File: src/rtl/ts_sync_pkg.sv
package ts_sync_pkg;

   typedef enum logic [1:0] {
      ST_HUNT   = 2'd0,
      ST_VERIFY = 2'd1,
      ST_LOCKED = 2'd2,
      ST_LOST   = 2'd3
   } sync_st_e;

   function automatic logic st_forwards(input sync_st_e s);
      return (s == ST_LOCKED) || (s == ST_LOST);
   endfunction

endpackage

File: src/rtl/ts_sync_pos.sv
// Packet position tracker: flags the byte that sits on a packet boundary.
module ts_sync_pos #(
   parameter int LEN_W    = 8,
   parameter bit DOWN_CNT = 1'b0
) (
   input  logic             clk,
   input  logic             clr,
   input  logic             adv,
   input  logic [LEN_W-1:0] pkt_len,
   output logic             at_mark
);

   logic short_pkt;
   assign short_pkt = (pkt_len <= LEN_W'(1));

   generate
      if (DOWN_CNT) begin : g_down
         logic [LEN_W-1:0] rem_q;
         always_ff @(posedge clk) begin
            if (clr) begin
               rem_q <= '0;
            end else if (adv) begin
               if (rem_q == '0) begin
                  rem_q <= short_pkt ? '0 : (pkt_len - LEN_W'(1));
               end else begin
                  rem_q <= rem_q - LEN_W'(1);
               end
            end
         end
         assign at_mark = (rem_q == '0);
      end else begin : g_up
         logic [LEN_W-1:0] pos_q;
         logic             last;
         assign last = short_pkt || (pos_q >= (pkt_len - LEN_W'(1)));
         always_ff @(posedge clk) begin
            if (clr) begin
               pos_q <= '0;
            end else if (adv) begin
               pos_q <= last ? '0 : (pos_q + LEN_W'(1));
            end
         end
         assign at_mark = (pos_q == '0);
      end
   endgenerate

endmodule

File: src/rtl/ts_sync_fsm.sv
// Alignment state machine with match and miss run counters.
module ts_sync_fsm
   import ts_sync_pkg::*;
#(
   parameter int CNT_W = 4
) (
   input  logic             clk,
   input  logic             hold_clr,
   input  logic             acc,
   input  logic             is_tok,
   input  logic             at_mark,
   input  logic [CNT_W-1:0] lock_cnt,
   input  logic [CNT_W-1:0] drop_cnt,
   output sync_st_e         state_q,
   output logic             fwd,
   output logic             fwd_sop,
   output logic             pos_clr
);

   localparam int RUN_W = CNT_W + 1;

   sync_st_e         state_d;
   logic [RUN_W-1:0] mrun_q, mrun_d, xrun_q, xrun_d;
   logic [RUN_W-1:0] lock_lim, drop_lim, mrun_inc, xrun_inc;

   assign lock_lim = (lock_cnt == '0) ? RUN_W'(1) : {1'b0, lock_cnt};
   assign drop_lim = (drop_cnt == '0) ? RUN_W'(1) : {1'b0, drop_cnt};
   assign mrun_inc = mrun_q + RUN_W'(1);
   assign xrun_inc = xrun_q + RUN_W'(1);

   always_comb begin
      state_d = state_q;
      mrun_d  = mrun_q;
      xrun_d  = xrun_q;
      if (acc) begin
         unique case (state_q)
            ST_HUNT: begin
               if (is_tok) begin
                  xrun_d = '0;
                  if (lock_lim == RUN_W'(1)) begin
                     state_d = ST_LOCKED;
                     mrun_d  = '0;
                  end else begin
                     state_d = ST_VERIFY;
                     mrun_d  = RUN_W'(1);
                  end
               end
            end
            ST_VERIFY: begin
               if (at_mark) begin
                  if (!is_tok) begin
                     state_d = ST_HUNT;
                     mrun_d  = '0;
                  end else if (mrun_inc >= lock_lim) begin
                     state_d = ST_LOCKED;
                     mrun_d  = '0;
                  end else begin
                     mrun_d = mrun_inc;
                  end
               end
            end
            ST_LOCKED: begin
               if (at_mark && !is_tok) begin
                  if (drop_lim == RUN_W'(1)) begin
                     state_d = ST_HUNT;
                     xrun_d  = '0;
                  end else begin
                     state_d = ST_LOST;
                     xrun_d  = RUN_W'(1);
                  end
               end
            end
            ST_LOST: begin
               if (at_mark) begin
                  if (is_tok) begin
                     state_d = ST_LOCKED;
                     xrun_d  = '0;
                  end else if (xrun_inc >= drop_lim) begin
                     state_d = ST_HUNT;
                     xrun_d  = '0;
                  end else begin
                     xrun_d = xrun_inc;
                  end
               end
            end
            default: state_d = ST_HUNT;
         endcase
      end
   end

   always_ff @(posedge clk) begin
      if (hold_clr) begin
         state_q <= ST_HUNT;
         mrun_q  <= '0;
         xrun_q  <= '0;
      end else begin
         state_q <= state_d;
         mrun_q  <= mrun_d;
         xrun_q  <= xrun_d;
      end
   end

   assign fwd     = acc && st_forwards(state_d);
   assign fwd_sop = fwd && at_mark;
   assign pos_clr = hold_clr || (state_d == ST_HUNT);

endmodule

File: src/rtl/ts_sync_out.sv
// Output register stage for forwarded bytes.
module ts_sync_out #(
   parameter int DATA_W = 8
) (
   input  logic              clk,
   input  logic              hold_clr,
   input  logic              fwd,
   input  logic              fwd_sop,
   input  logic [DATA_W-1:0] byte_in,
   output logic              out_valid,
   output logic              out_sop,
   output logic [DATA_W-1:0] out_data
);

   always_ff @(posedge clk) begin
      if (hold_clr) begin
         out_valid <= 1'b0;
         out_sop   <= 1'b0;
      end else begin
         out_valid <= fwd;
         out_sop   <= fwd_sop;
      end
   end

   generate
      for (genvar b = 0; b < DATA_W; b++) begin : g_bit
         always_ff @(posedge clk) begin
            if (hold_clr) begin
               out_data[b] <= 1'b0;
            end else if (fwd) begin
               out_data[b] <= byte_in[b];
            end
         end
      end
   endgenerate

endmodule

File: src/rtl/ts_sync_lock.sv
// Transport stream packet sync lock, top level.
module ts_sync_lock
   import ts_sync_pkg::*;
#(
   parameter int DATA_W   = 8,
   parameter int LEN_W    = 8,
   parameter int CNT_W    = 4,
   parameter bit DOWN_CNT = 1'b0
) (
   input  logic              clk,
   input  logic              rst,
   input  logic              en,
   input  logic              in_valid,
   input  logic [DATA_W-1:0] in_data,
   input  logic [DATA_W-1:0] cfg_token,
   input  logic [LEN_W-1:0]  cfg_pkt_len,
   input  logic [CNT_W-1:0]  cfg_lock_cnt,
   input  logic [CNT_W-1:0]  cfg_drop_cnt,
   output logic              out_valid,
   output logic              out_sop,
   output logic [DATA_W-1:0] out_data,
   output logic [1:0]        sync_state,
   output logic              locked
);

   generate
      if (DATA_W < 1) begin : g_bad_data
         $error("ts_sync_lock: DATA_W must be at least 1");
      end
      if (LEN_W < 2) begin : g_bad_len
         $error("ts_sync_lock: LEN_W must be at least 2");
      end
      if (CNT_W < 1) begin : g_bad_cnt
         $error("ts_sync_lock: CNT_W must be at least 1");
      end
   endgenerate

   logic     hold_clr, acc, is_tok, at_mark;
   logic     fwd, fwd_sop, pos_clr;
   sync_st_e st_q;

   assign hold_clr = rst || !en;
   assign acc      = in_valid;
   assign is_tok   = (in_data == cfg_token);

   ts_sync_pos #(
      .LEN_W   (LEN_W),
      .DOWN_CNT(DOWN_CNT)
   ) u_pos (
      .clk    (clk),
      .clr    (pos_clr),
      .adv    (acc),
      .pkt_len(cfg_pkt_len),
      .at_mark(at_mark)
   );

   ts_sync_fsm #(
      .CNT_W(CNT_W)
   ) u_fsm (
      .clk     (clk),
      .hold_clr(hold_clr),
      .acc     (acc),
      .is_tok  (is_tok),
      .at_mark (at_mark),
      .lock_cnt(cfg_lock_cnt),
      .drop_cnt(cfg_drop_cnt),
      .state_q (st_q),
      .fwd     (fwd),
      .fwd_sop (fwd_sop),
      .pos_clr (pos_clr)
   );

   ts_sync_out #(
      .DATA_W(DATA_W)
   ) u_out (
      .clk      (clk),
      .hold_clr (hold_clr),
      .fwd      (fwd),
      .fwd_sop  (fwd_sop),
      .byte_in  (in_data),
      .out_valid(out_valid),
      .out_sop  (out_sop),
      .out_data (out_data)
   );

   assign sync_state = st_q;
   assign locked     = st_forwards(st_q);

endmodule

File: config.mk
export PLATFORM = sky130hd
export DESIGN_NAME = ts_sync_lock
export DESIGN_NICKNAME = d
export VERILOG_FILES = /design/src/rtl/ts_sync_pkg.sv /design/src/rtl/ts_sync_pos.sv /design/src/rtl/ts_sync_fsm.sv /design/src/rtl/ts_sync_out.sv /design/src/rtl/ts_sync_lock.sv
export SDC_FILE = /design/constraint.sdc
export NUM_CORES = 1
export LEC_CHECK = 0
export ABC_CLOCK_PERIOD_IN_PS = 2600
export BUFFER_PORTS_ARGS = -buffer_cell sky130_fd_sc_hd__buf_2
export CORE_MARGIN = 3
export CORE_UTILIZATION = 51
export CTS_BUF_LIST = sky130_fd_sc_hd__clkbuf_8
export DETAILED_ROUTE_END_ITERATION = 8
export PLACE_DENSITY = 0.8
export SYNTH_ARGS = -nofsm -noshare
export SYNTH_HDL_FRONTEND = slang
export SYNTH_SLANG_ARGS = --single-unit
File: constraint.sdc
create_clock -name clk -period 2.6 [get_ports clk]
set_input_delay 0 -clock clk [delete_from_list [all_inputs] [get_ports clk]]
set_output_delay 0 -clock clk [all_outputs]
set_load 0.05 [all_outputs]
After elaboration in Yosys (flattened, before gate mapping)
Index checks and enable logic that the tools add are counted.

word-level totals
  RAM bits = 0
  memories kept = 0
  flip-flop bits (word level) = 30
  output and inout bits = 13
  bits of input ports = 36
  memory bits (read-only) = 0
  bits in latches = 0

cells by class
  $add $sub $neg = 4
  bitwise gates (word level) = 0
  mux-type cells = 28
  reduce and logical (&&, ||, !) cells = 19
  divide/modulo/power cells = 0
  shift-type cells = 0
  order comparisons = 4
  multiply operators = 0
  equal/unequal tests = 12

operators with widths
  kind                 count
  $mux 5               9
  $mux 2               11
  $pmux 5 s3           1
  $add 5x1->5 const B  2
  $eq 5x1->1 const B   2
  $ge 5x5->1           2
  $pmux 5 s2           1
  $add 8x1->8 const B  1
  $eq 2x2->1 const B   4
  $eq 8x8->1           1
  $ge 8x8->1           1
  $le 8x1->1 const B   1
  $logic_not 4->1      2
  $logic_not 8->1      1
  $mux 4               2
  $mux 8               1
  $ne 2x1->1 const B   4
  $pmux 2 s4           1
  $sub 8x1->8 const B  1
  $logic_or 1x1->1     5
  $reduce_and 5->1     1
  $logic_not 2->1      2
  $reduce_and 4->1     1
  $logic_and 1x1->1    3
  other kinds (5)      7

Longest topological paths before layout
Gate-level depths: netlist of run 1.

  depth in word-level cells = 12
  gate-level depth with buffers = 12

Hierarchy
From an unflattened synthesis of run 1, not the netlist that was laid out.

unflattened totals
  cells, all modules = 255
  area, all modules = 2224.6 um^2

by module, submodules not included
  module        cells each  seq. area each (um^2)  instances  area an instance (um^2)
  ts_sync_fsm   130         240.2                  1          1064.8
  ts_sync_pos   82          160.2                  1          724.4
  ts_sync_out   30          200.2                  1          339.1
  ts_sync_lock  13          0.0                    1          96.3

Worst setup path before layout of run 1
No wires, ideal clock.

  path type = register -> register
  from = register u_fsm.mrun_q[0]
  to = register u_pos.g_up.pos_q[0]
  data required time = 2.441 ns
  setup time = 0.159 ns
  slack = 0.142 ns
  arrival = 2.299 ns
  stages on the path, launching flop included = 11
  path through = dfxtp_1 > ha_1 > nor2b_1 > or2_2 > ha_1 > a211oi_1 > o2111ai_1 > o221a_4 > buf_12 > a21oi_4 > a221oi_1

between the ends
  longest elaborated chain between the ends = 9

ends and longest elaborated chain
  element                   RTL line            source
  start: declaration        ts_sync_fsm.sv:23   logic [RUN_W-1:0] mrun_q, mrun_d, xrun_q, xrun_d;
  start signal: assignment  ts_sync_fsm.sv:98   mrun_q <= mrun_d;
  $add 5x1->5               ts_sync_fsm.sv:28   assign mrun_inc = mrun_q + RUN_W'(1);
  $ge 5x5->1                ts_sync_fsm.sv:54   end else if (mrun_inc >= lock_lim) begin
  $mux 2                    ts_sync_fsm.sv:54
  $mux 2                    ts_sync_fsm.sv:51   if (!is_tok) begin
  $mux 2                    ts_sync_fsm.sv:50   if (at_mark) begin
  $pmux 2 s4                ts_sync_fsm.sv:36   unique case (state_q)
  $mux 2                    ts_sync_fsm.sv:35   if (acc) begin
  $logic_not 2->1           ts_sync_fsm.sv:105  assign pos_clr = hold_clr || (state_d == ST_HUNT);
  $logic_or 1x1->1          ts_sync_fsm.sv:105
  end signal: assignment    ts_sync_pos.sv:39   pos_q <= last ? '0 : (pos_q + LEN_W'(1));
  end: declaration          ts_sync_pos.sv:32   logic [LEN_W-1:0] pos_q;

No other way between the ends.
A chain may end at the register's enable or synchronous reset.

Worst setup path after layout of run 1
  from = register u_fsm.mrun_q[1]
  to = register u_pos.g_up.pos_q[6]

Same word-level chain as after synthesis.

==> flow_summary.yaml, run 1 <==
critical_path:
  r2r_cells: 10
  critPathKind: "flop to flop"
  cp-startpoint: "u_fsm.mrun_q[1]"
  r2r-start: "u_fsm.mrun_q[1]"
  endpoint: "u_pos.g_up.pos_q[6]"
  cp_max_fo: 5
  reg2reg_slack_ns: 0.03
  crit_arrival_ns: 2.73
  worstPathRequired_ns: 2.76
  cp-start-kind: "flop"
  worstReg2RegEnd: "u_pos.g_up.pos_q[6]"
  critPathCaptureType: "flop"
synthesis:
  synthCells: 253
  syn_avg_cell_area_um2: 8.610
  synth_ff_type: "dfxtp_1"
  ys_types: 49
  syn_area_um2: 2178
  synth.area.top_cells: "dfxtp_1 (28%), ha_1 (13%), xnor2_1 (6.0%)"
  ys_ff_latch: 30
  synth_edf_count: 0
  ys_warn_count: 0
  synthTopCellsByCount: "dfxtp_1 (30), ha_1 (22), nand3_1 (21)"
  yosysSeqAreaShare_pct: 27.57
  synthArstFlopShare_pct: 0
  synth_top_area_cell: "dfxtp_1"
  synth_fp_nets: 311
  synth_top_cell_area_share_pct: 27.57
  synth_most_common_cell: "dfxtp_1"
timing:
  clock.fmax_mhz: 388.7
  slew_headroom_pct: 34.38
  finalSetupViolations: 0
  rsz0062_at_grt: "yes"
  maxSlewViolCount: 0
  hold_slack_ns: 0.03232
  hold_viol: 0
  tightest_slew_ns: 0.9842
  timing.final.crit_share_pct: 98.94
  period_needed_ns: 2.573
  skew_ns: 0.006887
drt:
  firstDrtPassIters: 4
  dr_wl_met3_um: 265
  drt_iter0_drc: 121
  dr_wl_met2_mm: 2.461
  top_layer: "met4"
  wirelength_mm: 5.045
  vias_per_cell: 5.554
  wire_per_inst_um: 13.64
  vias: 2055
  route.detailed.drc: 0
  met1_length_mm: 2.262
  ant_nets: 0
clocking:
  cts_tree: "built"
  clock_sinks: 30
  cts_buffer_depth: 2
  clk_pin_slew_worst_paths_ns: 0.07
  insertion_delay_ns: 0.28
  cts_buffers: 5
  cts-root-buf: "clkbuf_8"
  cts-htree-levels: 2
flow_run:
  cap_violations: 0
floorplan:
  die_x_um: 71.36
  die_h_um: 71.36
  rows: 23
  dieArea_um2: 5092
  core-area_um2: 4058
  start_util_pct: 53.68
  io_pins: 49
placement:
  dp_hpwl_mm: 3.652
  io_buffers: 48
  routabilityCongestion: 0.8113
pwr:
  internal_power_uw: 734.3
  switching_share_pct: 25.00
  p_switching_uw: 244.8
  combPwrFrac_pct: 12.3
  pwr-share-seq_pct: 46.9
  power_density_nw_per_um2: 358.3
  p_leak_nw: 1.162
  ir_drop_mv: 0.4424
  clkPwrFrac_pct: 40.7
finish:
  area_delta_synth_final_pct: 25.45
  antenna_cells: 0
  fin_util_pct: 67.35
  regArea_um2: 600.6
  fin_nets: 377
  n_fill_cell: 326
  drive_above_1_share_pct: 29.06
  multiInputGateArea_um2: 1496
global_route:
  grt.total_usage_pct: 20.12
  grt_remaining_overflow: 0
  grt_antenna_before_repair: 0
  grt_pass1_vias: 2035
  grt_max_degree: 24
  grt_pass1_wl_mm: 8.424
min_path:
  min_path_type: "primary input to flop"
status:
  status: "completed"
layer usage:
layer	vias up	global-route usage, %
met5	-	0
met4	0	4.593
met3	8	5.049
met2	50	35.31
met1	942	24.70
li1	1055	-
critical path, cell delays in order (launching register included):
cell,delay (ns)
dfxtp_1,0.33
ha_2,0.19
nor2b_1,0.14
or2_2,0.28
ha_1,0.22
a211oi_2,0.18
o2111ai_2,0.21
o211ai_1,0.26
a22oi_2,0.10
buf_4,0.19
a2111oi_1,0.34
how the worst min path moves through the flow:
| stage | startpoint | to | cells past startpoint |
|---|---|---|---|
| after floorplan | in_data[0] | u_out.out_data[0] | 2 |
| after global placement | in_data[1] | u_out.out_data[1] | 3 |
| after detailed placement | in_data[1] | u_out.out_data[1] | 3 |
| after CTS | rst | u_fsm.xrun_q[4] | 3 |
| after global routing | rst | u_fsm.xrun_q[4] | 3 |
| final | rst | u_fsm.xrun_q[4] | 3 |
metrics by stage:
step	instance area, um2	instances	setup TNS, ns	power (mW)	worst slack [ns]
after global routing	2733	370	-0.08617	1.016	-0.02600
after global placement	2492	351	0	0.5753	0.02338
after detailed placement	2492	351	-0.008716	0.5782	-0.008716
after floorplan	2178	253	0	0.5286	0.1419
final	2733	370	0	0.9791	0.02749
after CTS	2679	367	0	0.9792	0.02463
cell type report:
class / instances / share of cell area [%]
Clock buffer: 6 / 3.022
Clock inverter: 2 / 0.4579
Inverter: 15 / 2.060
Multi-Input combinational cell: 198 / 54.76
Sequential cell: 30 / 21.98
Tap cell: 50 / 2.289
Timing Repair Buffer: 69 / 15.43
kinds of logic after synthesis:
kind of cell / Yosys count / share of synthesized area, %
flip-flops: 30 / 27.57
AND/OR/NAND/NOR: 92 / 24.58
XOR/XNOR: 25 / 10.05
AO/OA/AOI/OAI: 57 / 18.67
multiplexers: 2 / 0.9764
adder cells (fa/ha/maj): 22 / 12.64
buffers and inverters: 25 / 5.514
power by group through the flow:
| stage | sequential, mW | combinational, mW | clock (mW) |
|---|---|---|---|
| detailed placement | 0.470 | 0.108 | 0 |
| floorplan | 0.470 | 0.0584 | 0 |
| CTS | 0.460 | 0.119 | 0.401 |
| global route | 0.459 | 0.136 | 0.421 |
| finish | 0.460 | 0.121 | 0.399 |
| global placement | 0.470 | 0.105 | 0 |
cells in the final DEF (no fill, tap or decap), types with 2 or more instances in the layout:
cell,n
nor2_1,12
xor2_1,10
nand4_1,4
nand3_1,21
a22oi_1,3
nand2_1,11
or2_2,4
buf_2,48
nor4_1,2
buf_4,12
nand2b_1,7
nor2b_1,6
a2111oi_2,3
a21o_1,2
a2111oi_1,3
nor3_1,9
and3_1,3
o211ai_1,2
ha_1,21
xnor2_1,15
inv_1,15
dfxtp_1,30
o21ai_0,13
a211oi_1,2
o221a_4,2
clkbuf_8,6
and4b_2,2
dlygate4sd3_1,8
a21oi_1,17
sequential cells by signal (all words and copies together) (netlist names):
name              count
u_fsm.mrun_q          5
u_fsm.state_q         2
u_fsm.xrun_q          5
u_out.out_data        8
u_out.out_sop         1
u_out.out_valid       1
u_pos.g_up.pos_q      8
timing repair:
action                     CTS  global route
gates cloned                 0             1
buffers inserted             0             2
hold endpoints to repair     8             0
pin swaps                    2             5
hold buffers                 8             0
resized for setup            3             9
setup endpoints to repair    6            16
(Power assumes the default switching activity.)
==> inputs of run 2 (changes only) <==
--- a/config.mk
+++ b/config.mk
@@ -8,10 +8,10 @@
 export ABC_CLOCK_PERIOD_IN_PS = 2600
 export BUFFER_PORTS_ARGS = -buffer_cell sky130_fd_sc_hd__buf_2
 export CORE_MARGIN = 3
-export CORE_UTILIZATION = 51
+export CORE_UTILIZATION = 45
 export CTS_BUF_LIST = sky130_fd_sc_hd__clkbuf_8
 export DETAILED_ROUTE_END_ITERATION = 8
-export PLACE_DENSITY = 0.8
+export PLACE_DENSITY = 0.72
 export SYNTH_ARGS = -nofsm -noshare
 export SYNTH_HDL_FRONTEND = slang
 export SYNTH_SLANG_ARGS = --single-unit
==> flow_summary.yaml, run 2 (synthesized netlist as in run 1, its figures left out) <==
global_route:
  grt_antenna_before_repair: 0
  grt.total_usage_pct: 18.17
  grt_remaining_overflow: 0
  grt_max_degree: 21
  grt_pass1_vias: 1875
  grt_pass1_wl_mm: 8.045
finish:
  reg.largest.list: "u_out.out_data: 8 flops, u_pos.g_up.pos_q: 8 flops"
  fin_nets: 378
  antenna_cells: 0
  final_cell_mix: "buf_2 (48), dfxtp_1 (30), nand3_1 (21), ha_1 (20), a21oi_1 (17)"
  fin_util_pct: 63.86
  drive_above_1_share_pct: 30.84
  finalInstanceArea_um2: 2877
  final_common_cell: "buf_2"
  area_delta_synth_final_pct: 32.05
  n_fill_cell: 388
timing:
  timing.final.crit_share_pct: 97.29
  hold_viol: 0
  finalSetupTns_ns: 0
  maxSlewViolCount: 0
  slew_headroom_pct: 24.93
  clock.fmax_mhz: 395.3
  skew_ns: 0.01027
  period_needed_ns: 2.530
  tightest_slew_ns: 1.126
  finalSetupViolations: 0
drt:
  wire_per_inst_um: 14.66
  vias_per_cell: 5.635
  firstDrtPassIters: 4
  ant_nets: 0
  vias: 2102
  wirelength_mm: 5.467
  route.detailed.drc: 0
  drt_iter0_drc: 88
pwr:
  p_leak_nw: 1.195
  p_total_mw: 1.180
  ir_drop_mv: 0.2850
  power_density_nw_per_um2: 410.3
critical_path:
  crit_arrival_ns: 2.71
  critPathCaptureType: "flop"
  cp-start-kind: "flop"
  cp_max_fo: 5
  critPathKind: "flop to flop"
  worstPathRequired_ns: 2.78
floorplan:
  rows: 24
  io_pins: 49
  core-area_um2: 4504
  die_h_um: 75.58
  dieArea_um2: 5712
  start_util_pct: 48.36
  die_x_um: 75.58
min_path:
  min_path_type: "primary input to flop"
clocking:
  insertion_delay_ns: 0.29
  cts_tree: "built"
  clock_sinks: 30
  cts-htree-levels: 2
  clk_pin_slew_worst_paths_ns: 0.07
  cts_buffers: 5
  cts_buffer_depth: 2
  cts-root-buf: "clkbuf_8"
placement:
  placed_area_um2: 2487
  dp_hpwl_mm: 3.849
  io_buffers: 48
  routabilityCongestion: 0.8365
flow_run:
  cap_violations: 0
status:
  status: "completed"
[run 2: worst max-delay path: stages, from the launching register on]
cell	delay [ns]
dfxtp_1	0.33
ha_2	0.20
nor2b_1	0.13
or2_2	0.28
ha_2	0.26
o21ai_2	0.17
o2111ai_4	0.18
o211ai_1	0.23
a22oi_1	0.13
buf_4	0.22
a2111oi_4	0.30
[run 2: cell type report]
type	instances	area, um2	share of cell area [%]
clock inverters	2	60.06	2.088
inverters	15	56.30	1.957
multi-input cells	198	1574	54.72
flip-flops and latches	30	600.6	20.88
well taps	52	65.06	2.262
clock buffers	6	82.58	2.871
repair buffers	70	437.9	15.22
[run 2: power by group]
part / internal [mW] / switching [mW]
clock: 0.409 / 0.186
sequential: 0.460 / 0.000188
combinational: 0.0633 / 0.0624
[run 2: path summary, 6_finish.rpt]
| path | start | end | slack [ns] | cells past startpoint |
|---|---|---|---|---|
| setup / recovery | u_fsm.mrun_q[0] | u_pos.g_up.pos_q[6] | 0.07 | 10 |
| hold / removal | rst | u_fsm.xrun_q[4] | 0.03 | 3 |
| setup reg to reg | u_fsm.mrun_q[0] | u_pos.g_up.pos_q[6] | 0.07 | 10 |
| hold reg to reg | u_out.out_data[1] | u_out.out_data[1] | 0.48 | 2 |
[run 2: through the flow]
step | setup slack, ns | std cells | hold WS (ns)
4_1_cts | 0.02135 | 368 | 0.03017
6_report | 0.07045 | 373 | 0.02869
3_3_place_gp | 0.02140 | 352 | 0.2752
3_5_place_dp | -0.05027 | 352 | 0.2828
2_1_floorplan | 0.1419 | 253 | 0.1477
5_1_grt | -0.03581 | 373 | 0.03774
[run 2: repair_timing]
item                                    in CTS  in global routing
endpoints found under the setup margin       5                 17
resized for setup                            3                 18
setup buffers                                0                  4
pin swaps                                    1                  7
cloned                                       0                  1
endpoints found under the hold margin        8                  0
hold buffers                                 8                  0
[run 2: per-layer routing]
metal | track usage (%) | vias to the layer above | routed length [um]
met1 | 22.53 | 981 | 2463
met2 | 30.58 | 54 | 2682
met5 | 0 | - | 0
met4 | 5.243 | 0 | 65
met3 | 5.277 | 8 | 255
li1 | - | 1059 | -
